==> src/rtl/wdog_pkg.sv <==
package wdog_pkg;

    typedef enum logic [1:0] {
        WD_OFF     = 2'd0,
        WD_WINDOW  = 2'd1,
        WD_TIMEOUT = 2'd2
    } wd_mode_e;

    localparam logic [2:0] PERIOD_DEFAULT = 3'b100;

    typedef struct packed {
        logic       en;
        logic [2:0] period;
        logic       mode_bit;
        logic       ci_clr;
    } wr_req_t;

    // ticks per period code: doubling for codes 0..5, then two wider steps
    function automatic int unsigned period_ticks(input logic [2:0] code,
                                                 input int unsigned base);
        case (code)
            3'd6:    return base << 7;
            3'd7:    return base << 9;
            default: return base << code;
        endcase
    endfunction

    function automatic wd_mode_e decode_mode(input logic pin_off,
                                             input logic standby,
                                             input logic mode_bit,
                                             input logic irq_pend);
        if (pin_off)
            return WD_OFF;
        if (standby && mode_bit && !irq_pend)
            return WD_OFF;
        if (!standby && !mode_bit)
            return WD_WINDOW;
        return WD_TIMEOUT;
    endfunction

endpackage

==> src/rtl/wdog_mode_sel.sv <==
module wdog_mode_sel
    import wdog_pkg::*;
(
    input  logic     pin_off,
    input  logic     standby,
    input  logic     mode_bit,
    input  logic     irq_pend,
    output wd_mode_e mode
);
    always_comb mode = decode_mode(pin_off, standby, mode_bit, irq_pend);
endmodule

==> src/rtl/wdog_period_timer.sv <==
module wdog_period_timer
    import wdog_pkg::*;
#(
    parameter int unsigned BASE_TICKS = 8,
    parameter int unsigned CNT_W      = 13
) (
    input  logic             clk,
    input  logic             rst,
    input  logic [2:0]       period,
    input  logic             restart,
    input  logic             clear,
    input  logic             tick_en,
    output logic [CNT_W-1:0] cnt,
    output logic             at_last,
    output logic             in_closed
);
    logic [CNT_W-1:0] limit;
    logic [CNT_W-1:0] half;

    always_comb begin
        limit     = CNT_W'(period_ticks(period, BASE_TICKS));
        half      = limit >> 1;
        at_last   = (cnt == limit - CNT_W'(1));
        in_closed = (cnt < half);
    end

    always_ff @(posedge clk) begin
        if (rst || clear)
            cnt <= '0;
        else if (restart)
            cnt <= '0;
        else if (tick_en)
            cnt <= at_last ? '0 : cnt + CNT_W'(1);
    end
endmodule

==> src/rtl/wdog_event_core.sv <==
module wdog_event_core
    import wdog_pkg::*;
(
    input  logic       clk,
    input  logic       rst,
    input  wr_req_t    wr,
    input  logic       pin_off,
    input  logic       standby,
    input  logic       ext_irq,
    input  wd_mode_e   mode,
    input  logic       tick,
    input  logic       at_last,
    input  logic       in_closed,
    output logic       fire,
    output logic       irq_pend,
    output logic       rst_req_q,
    output logic       ci_q,
    output logic [2:0] period_q,
    output logic       mode_bit_q
);
    logic pin_prev_q;
    logic pin_evt, bit_chg, bit_accept, bit_rst;
    logic closed_hit, expiry, win_expiry, to_expiry, to_escalate;

    always_comb begin
        irq_pend    = ci_q | ext_irq;
        pin_evt     = (pin_off != pin_prev_q);
        bit_chg     = wr.en && (wr.mode_bit != mode_bit_q);
        bit_accept  = bit_chg && !(standby && irq_pend);
        bit_rst     = bit_chg && !standby;
        closed_hit  = wr.en && (mode == WD_WINDOW) && in_closed;
        expiry      = !wr.en && tick && (mode != WD_OFF) && at_last;
        win_expiry  = expiry && (mode == WD_WINDOW);
        to_expiry   = expiry && (mode == WD_TIMEOUT);
        to_escalate = to_expiry && ci_q;
        fire        = pin_evt | bit_rst | closed_hit | win_expiry | to_escalate;
    end

    always_ff @(posedge clk) begin
        if (rst) begin
            rst_req_q  <= 1'b0;
            ci_q       <= 1'b0;
            period_q   <= PERIOD_DEFAULT;
            mode_bit_q <= 1'b0;
            pin_prev_q <= pin_off;
        end else begin
            rst_req_q  <= fire;
            pin_prev_q <= pin_off;
            if (bit_accept)
                mode_bit_q <= wr.mode_bit;
            if (fire) begin
                ci_q     <= 1'b0;
                period_q <= PERIOD_DEFAULT;
            end else begin
                if (wr.en)
                    period_q <= wr.period;
                if (to_expiry)
                    ci_q <= 1'b1;
                else if (wr.en && wr.ci_clr)
                    ci_q <= 1'b0;
            end
        end
    end
endmodule

==> src/rtl/wdog_supervisor.sv <==
module wdog_supervisor
    import wdog_pkg::*;
#(
    parameter int unsigned BASE_TICKS = 8
) (
    input  logic       clk,
    input  logic       rst,
    input  logic       tick,
    input  logic       wd_off_pin,
    input  logic       host_standby,
    input  logic       ext_irq,
    input  logic       wr_en,
    input  logic [2:0] wr_period,
    input  logic       wr_mode_bit,
    input  logic       wr_ci_clr,
    output logic       sys_rst_req,
    output logic       ci_flag,
    output logic [1:0] wd_mode,
    output logic [2:0] period_sel,
    output logic       mode_bit_q
);
    localparam int unsigned CNT_W = $clog2(BASE_TICKS * 512) + 1;

    wr_req_t          wr;
    wd_mode_e         mode;
    logic             fire, irq_pend, at_last, in_closed;
    logic             ci_q, bit_q;
    logic [2:0]       per_q;
    logic [CNT_W-1:0] cnt_w;

    always_comb begin
        wr.en       = wr_en;
        wr.period   = wr_period;
        wr.mode_bit = wr_mode_bit;
        wr.ci_clr   = wr_ci_clr;
    end

    wdog_mode_sel u_mode (
        .pin_off (wd_off_pin),
        .standby (host_standby),
        .mode_bit(bit_q),
        .irq_pend(irq_pend),
        .mode    (mode)
    );

    wdog_period_timer #(.BASE_TICKS(BASE_TICKS), .CNT_W(CNT_W)) u_timer (
        .clk      (clk),
        .rst      (rst),
        .period   (per_q),
        .restart  (wr_en && (mode != WD_OFF)),
        .clear    (fire || (mode == WD_OFF)),
        .tick_en  (tick && !wr_en && (mode != WD_OFF)),
        .cnt      (cnt_w),
        .at_last  (at_last),
        .in_closed(in_closed)
    );

    wdog_event_core u_core (
        .clk       (clk),
        .rst       (rst),
        .wr        (wr),
        .pin_off   (wd_off_pin),
        .standby   (host_standby),
        .ext_irq   (ext_irq),
        .mode      (mode),
        .tick      (tick),
        .at_last   (at_last),
        .in_closed (in_closed),
        .fire      (fire),
        .irq_pend  (irq_pend),
        .rst_req_q (sys_rst_req),
        .ci_q      (ci_q),
        .period_q  (per_q),
        .mode_bit_q(bit_q)
    );

    assign ci_flag    = ci_q;
    assign period_sel = per_q;
    assign mode_bit_q = bit_q;
    assign wd_mode    = mode;
endmodule

==> config.mk <==
export PLATFORM = sky130hd
export DESIGN_NAME = wdog_supervisor
export DESIGN_NICKNAME = d
export VERILOG_FILES = /design/src/rtl/wdog_pkg.sv /design/src/rtl/wdog_mode_sel.sv /design/src/rtl/wdog_period_timer.sv /design/src/rtl/wdog_event_core.sv /design/src/rtl/wdog_supervisor.sv
export SDC_FILE = /design/constraint.sdc
export NUM_CORES = 1
export LEC_CHECK = 0
export ABC_AREA = 0
export BUFFER_PORTS_ARGS = -buffer_cell sky130_fd_sc_hd__buf_2
export CORE_UTILIZATION = 31
export DETAILED_ROUTE_END_ITERATION = 10
export SLEW_MARGIN = 30
export SYNTH_ARGS = -nofsm -noshare
export SYNTH_HDL_FRONTEND = slang
export SYNTH_SLANG_ARGS = --single-unit
==> constraint.sdc <==
create_clock -name clk -period 3 [get_ports clk]
set_input_delay 0.15 -clock clk [delete_from_list [all_inputs] [get_ports clk]]
set_output_delay 0.15 -clock clk [all_outputs]
set_load 0.02 [all_outputs]
==> results of run 1 <==
[sequential cells by signal (all words and copies together) (netlist names)]
name               count
u_core.ci_q            1
u_core.mode_bit_q      1
u_core.period_q        3
u_core.pin_prev_q      1
u_core.rst_req_q       1
u_timer.cnt           13
[routing by layer]
metal | vias up | share of wire (%) | track usage, % | wire, um
met3 | 4 | 2.6 | 2.991 | 88
met4 | 0 | 0.53 | 2.667 | 18
met2 | 20 | 44 | 21.69 | 1485
met1 | 599 | 53 | 20.63 | 1809
met5 | - | 0 | 0 | 0
li1 | 683 | - | - | -
[area by class of cell]
cell class | count | area share, %
clock buffer | 3 | 2.345
clock inverter | 1 | 1.706
inverter | 5 | 1.066
multi-input combinational | 139 | 58.07
sequential | 20 | 22.74
tap | 52 | 3.696
timing repair buffer | 29 | 10.38
[Yosys cell counts (2+ instances only)]
master     n  area [um2]
o21bai_1   2       15.01
nor4_1     3       18.77
a21oi_1    6       30.03
or3b_2     2       17.52
inv_1      5       18.77
nor3_1    19       95.09
xor2_1    10       87.58
xnor2_1   10       87.58
nor4b_1    2       17.52
mux2i_1    4       40.04
o21ai_0    5       25.02
nand2_1   11       41.29
nor3b_1    2       15.01
nor2_1     8       30.03
or3_1      2       12.51
clkbuf_1   6       22.52
nand4_1    7       43.79
nand3b_1   3       22.52
and3_1     2       12.51
nor2b_1    3       18.77
nand3_1    5       25.02
dfxtp_1   20       400.4
ha_1      11       137.6
[placed cells by master (no fill, tap or decap), drive strengths merged, types with 6 or more instances in the layout]
cell,Yosys,layout
a21oi,6,6
buf,2,29
dfxtp,20,20
ha,11,11
nand2,11,11
nand4,7,7
nor2,8,8
nor3,19,19
o21ai,6,6
xnor2,10,10
xor2,10,10
[timing repair]
| item | in CTS | in global routing |
|---|---|---|
| resized for setup | 0 | 3 |
| endpoints found under the setup margin | 0 | 14 |
| buffers inserted | 0 | 1 |
[metrics by stage]
| stage | cell area (um2) | instances | setup WS, ps | util [%] | power (uW) |
|---|---|---|---|---|---|
| floorplan | 1486 | 174 | 3.917 | - | 347.1 |
| global placement | 1654 | 244 | 80.01 | 36.97 | 374.6 |
| detailed placement | 1654 | 244 | 22.94 | 36.97 | 374.6 |
| CTS | 1725 | 248 | 3.894 | 38.56 | 651.4 |
| global route | 1760 | 249 | 53.81 | 39.35 | 678.5 |
| finish | 1760 | 249 | 179.3 | 39.35 | 652.4 |
[logic make-up after synthesis]
logic type               share of synthesized area, %
AND/OR/NAND/NOR                                 30.94
AO/OA/AOI/OAI                                   12.14
XOR/XNOR                                        11.80
flip-flops                                      26.98
buffers and inverters                           5.142
adder cells (fa/ha/maj)                         9.275
multiplexers                                    3.457
other                                          0.2527
[worst paths after layout]
kind              slack (ps)                 to               start
hold / removal            90  u_core.pin_prev_q          wd_off_pin
setup reg to reg         180     u_timer.cnt[8]  u_core.period_q[2]
hold reg to reg          520     u_timer.cnt[0]      u_timer.cnt[0]
setup / recovery         180     u_timer.cnt[8]  u_core.period_q[2]
[where the power goes]
part           total, uW  internal, uW  leakage (uW)  switching, uW
clock                278           178     0.0000357            100
sequential           275           270      0.000162           4.90
combinational       99.4          45.6      0.000482           53.9
total                652           494      0.000680            159
==> impl_results.md, run 1 <==
- Fmax: 354.5 MHz
- Area growth syn-to-layout: 18.63%
- Pwr/cell area: 370.6 nW/um2
- Status: complete, but fails checks
- Critical Path AT: 2980 ps
- Worst vdd ir: 212.0 uV
- Share of layout cells above drive strength 1: 24.37%
- Max-Cap Viols: 0
- HPWL after detailed placement: 2538 um
- CTS H-tree lvls: 1
- Syn avg cell area: 8.528 um2
- Min cycle time layout: 2821 ps
- DRC: 1
- Boundary Pins: 20
- Hold_ws: 87.10 ps
- # fillers: 455
- Row Count: 24
- Die area: 5067 um2
- Crit path max-delay family: simple AND/OR/NAND/NOR gates
- Netlist cell types: 49
- WS Path Type: flip-flop to flip-flop
- Final ANT Viol Nets: 0
- Yosys warns: 0
- Leakage: 0.0006795 uW
- Post-CTS Hold Buffers: 0
- Vias in the first global route: 1207
- Total global routing overflow: 0
- Total CTS buffers: 3
- Setup violators final: 0
- DRT Pass-1 Iters: 7
- Initial antenna violation count: 0
- Failing checks: DRC
- HP Class: input port to flip-flop
- Hold path cells: 1
- Reg clk slew, reported paths: 80 ps
- Critical-path top delay cell: or4b_4
- Register area: 400.4 um2
- Slowest stage delay, CP: 610 ps
- CTS tree: built
- First-pass GRT wire length: 5713 um
- Area of the mapped netlist: 1484 um2
- Worst r2r path cells: 9
- Via count: 1306
- CP Capture Type: flip-flop
- Total GRT Usage: 14.20%
- Clock Tree Root: clkbuf_8
- Hold Vio Cnt, Final: 0
- Nets: 221
- Critical Path Stages: 9
- Clock Skews: 5.059 ps
- Ant. Diodes: 0
- Sequential-to-total area share from yosys stat: 26.98%
- CP required: 3160 ps
- Ys async rst share: 0%
- Avg WL per Cell: 13.65 um
- Top_reg_cell synth: dfxtp_1
- Vias per cell: 5.245
- Top fanout value on the critical path: 13
- Iter 0 DRT Violations: 55
- Pin count of the biggest net entering global routing: 14
- Buf/Inv on CP: 1
- Clock Latency Late Sink: 270 ps
- GPL Wtd Cong: 0.7620
- Post-Syn Instances: 174
- Pins Over Slew Limit: 0
- Die Ht: 71.19 um
- Area of the multi-input gates: 1022 um2
- Number of synthesized flops with an enable pin: 0
- Seq cells post-synth: 20
- Die width: 71.19 um
- Critical Path, Cell by Cell: or3b_2, ha_1, xor2_1, xnor2_1, nand4_1, or4b_4, o211ai_4, buf_12, nor3_1
- Initial Util: 33.17%
- Clk sinks: 20
- Number of port buffers: 19
- Syn_nets: 197
- Setup TNS: 0 ps
- CP startpoint kind: flip-flop
- Unrepaired setup endpoints after global routing: false
- Area of the core: 4474 um2
- Final Cycle Share: 94.02%
- Clock Path Buffers: 2
- Routed WL: 3400 um
(Power assumes the default switching activity.)
==> inputs of run 2 (changes only) <==
--- a/config.mk
+++ b/config.mk
@@ -7,8 +7,11 @@
 export LEC_CHECK = 0
 export ABC_AREA = 0
 export BUFFER_PORTS_ARGS = -buffer_cell sky130_fd_sc_hd__buf_2
+export CORE_MARGIN = 2
 export CORE_UTILIZATION = 31
 export DETAILED_ROUTE_END_ITERATION = 10
+export REMOVE_ABC_BUFFERS = 1
+export SKIP_LAST_GASP = 1
 export SLEW_MARGIN = 30
 export SYNTH_ARGS = -nofsm -noshare
 export SYNTH_HDL_FRONTEND = slang
==> impl_results.md, run 2 (synthesis results as in run 1) <==
- P_sw: 155.2 uW (-2.3%)
- Pin count of the biggest net entering global routing: 14 (unchanged)
- Comb pwr share: 14.9% (-0.3 points)
- Total CTS buffers: 3 (unchanged)
- Top fanout value on the critical path: 9 (-4)
- PnR Total Power: 646.8 uW (-0.87%)
- Dpl cells: 246 (+0.82%)
- Number of port buffers: 19 (unchanged)
- Critical Path AT: 3030 ps (+50 ps)
- Post-CTS Hold Buffers: 0 (unchanged)
- Biggest regs: u_timer.cnt x13, u_core.period_q x3
- Busiest grt layer: met1
- Sw Ratio: 24.00% (-0.34 points)
- Fmax: 350.9 MHz (-1.0%)
- GRT met3 Usage: 1.657% (-1.3 points)
- # fillers: 481 (+5.7%)
- Hold Vio Cnt, Final: 0 (unchanged)
- Nets: 220 (-0.45%)
- Top reg by flops: u_timer.cnt
- Clk sinks: 20 (unchanged)
- Area of the core: 4661 um2 (+4.2%)
- Layout Cells excl Fill: 250 (+0.40%)
- Leakage: 0.0006667 uW (-1.9%)
- Commonest non-fill, non-tap cells in the layout: 20 x dfxtp_1, 19 x nor3_1, 19 x buf_2
- Slew headroom: 62.73%
- Most common cell after layout, fill and taps aside: dfxtp_1
- WS Path Type: flip-flop to flip-flop
- Flop pwr share: 42.5% (+0.4 points)
- Vias per cell: 5.252 (+0.13%)
- Clock Tree Root: clkbuf_8
- Die Ht: 73.19 um (+2.8%)
- Status: finished, final reports clean
- CP startpoint kind: flip-flop
- Unrepaired setup endpoints after global routing: false
- Final ANT Viol Nets: 0 (unchanged)
- Clock power share: 42.5% (-0.2 points)
- Clock Latency Late Sink: 260 ps (about the same)
- DRT Pass-1 Iters: 4 (-3)
- Boundary Pins: 20 (unchanged)
- Clock Path Buffers: 2 (unchanged)
- HP Class: input port to flip-flop
- Global routing usage on met2: 19.92% (-1.8 points)
- Vias in the first global route: 1184 (-1.9%)
- Total global routing overflow: 0 (unchanged)
- Avg WL per Cell: 13.72 um (+0.51%)
- Final Cycle Share: 94.99% (+0.97 points)
- Iter 0 DRT Violations: 55 (unchanged)
- Row Count: 25 (+4.2%)
- Max-Cap Viols: 0 (unchanged)
- CTS H-tree lvls: 1 (unchanged)
- Via count: 1313 (+0.54%)
- Reg clk slew, reported paths: 80 ps (about the same)
- Area growth syn-to-layout: 17.03%
- Die width: 73.19 um (+2.8%)
- Worst Max-Slew Pin Slew: 554.8 ps
- Routed WL: 3431 um (+0.91%)
- CP required: 3180 ps (+20 ps)
- HPWL after detailed placement: 2565 um (+1.1%)
- Ant. Diodes: 0 (unchanged)
- Initial antenna violation count: 0 (unchanged)
- First-pass GRT wire length: 5782 um (+1.2%)
- Die area: 5356 um2 (+5.7%)
- Initial Util: 31.84% (-1.3 points)
- Area of the multi-input gates: 1016 um2 (-0.61%)
- CTS tree: built
- Min cycle time layout: 2850 ps (+29.04 ps)
- CP Capture Type: flip-flop
- Total GRT Usage: 13.54% (-0.66 points)
- Worst vdd ir: 157.5 uV (-26%)
- Register area: 400.4 um2 (unchanged)
- Setup violators final: 0 (unchanged)
- Power Internal: 491.5 uW (-0.42%)
- Clock Skews: 4.689 ps (-0.3699 ps)
- Share of layout cells above drive strength 1: 23.47% (-0.90 points)
- Max reg flops: 13 (unchanged)
- Pins Over Slew Limit: 0 (unchanged)
- Met1 GRT Util: 20.55% (-0.073 points)
- GPL Wtd Cong: 0.7749 (+1.7%)
- DRC: 0 (-1)
- Pwr/cell area: 372.4 nW/um2 (+0.49%)
## run 2: path summary, 6_finish.rpt
path / slack (ps) / endpoint / depth (start not counted) / start
worst max-delay path: 150 / u_core.ci_q / 9 / u_core.period_q[2]
worst min-delay path: 90 / u_core.pin_prev_q / 1 / wd_off_pin
worst max register to register: 150 / u_core.ci_q / 9 / u_core.period_q[2]
worst min register to register: 510 / u_core.ci_q / 2 / u_core.ci_q
## run 2: worst max-delay path, cell delays in order (launching register included)
cell and delay, ps:
dfxtp_1 400, or3b_2 530, ha_1 230, buf_4 160, nor2b_1 120, o2111ai_1 200
o221ai_2 210, nor4_1 540, nand3_1 140, a211oi_1 240
## run 2: power by group through the flow
stage / Combinational (uW) / Sequential [uW] / Clock, uW
detailed placement: 94.6 / 281 / 0
floorplan: 51.9 / 288 / 0
global placement: 94.0 / 281 / 0
finish: 96.4 / 275 / 275
CTS: 95.2 / 275 / 281
global route: 107 / 276 / 295
## run 2: layout make-up
cell class	instances	share of cell area (%)
clock buffer	3	2.378
tap	54	3.890
inverter	5	1.081
multi-input combinational	139	58.50
clock inverter	1	1.729
sequential	20	23.05
timing repair buffer	28	9.366
## run 2: stage by stage
stage / worst slack (ps) / setup TNS (ps) / hold WS, ps / cell area [um2] / util, %
2_1_floorplan: -158.5 / -1718 / 177.7 / 1426 / -
5_1_grt: 28.55 / 0 / 97.33 / 1737 / 37.26
6_report: 150.2 / 0 / 90.35 / 1737 / 37.26
4_1_cts: 61.98 / 0 / 88.66 / 1728 / 37.07
3_5_place_dp: 68.68 / 0 / 365.1 / 1657 / 35.54
3_3_place_gp: 113.2 / 0 / 361.8 / 1657 / 35.54
## run 2: layer usage
| layer | up-vias | part of all wire, % |
|---|---|---|
| met1 | 614 | 52 |
| met4 | 0 | 1.3 |
| met5 | - | 0 |
| met3 | 4 | 2.1 |
| li1 | 684 | - |
| met2 | 11 | 44 |
## run 2: what timing repair did
action / 4_1_cts / 5_1_grt
endpoints found under the hold margin: 0 / 0
gates resized for setup: 0 / 1
endpoints found under the setup margin: 0 / 13
buffers inserted: 0 / 0
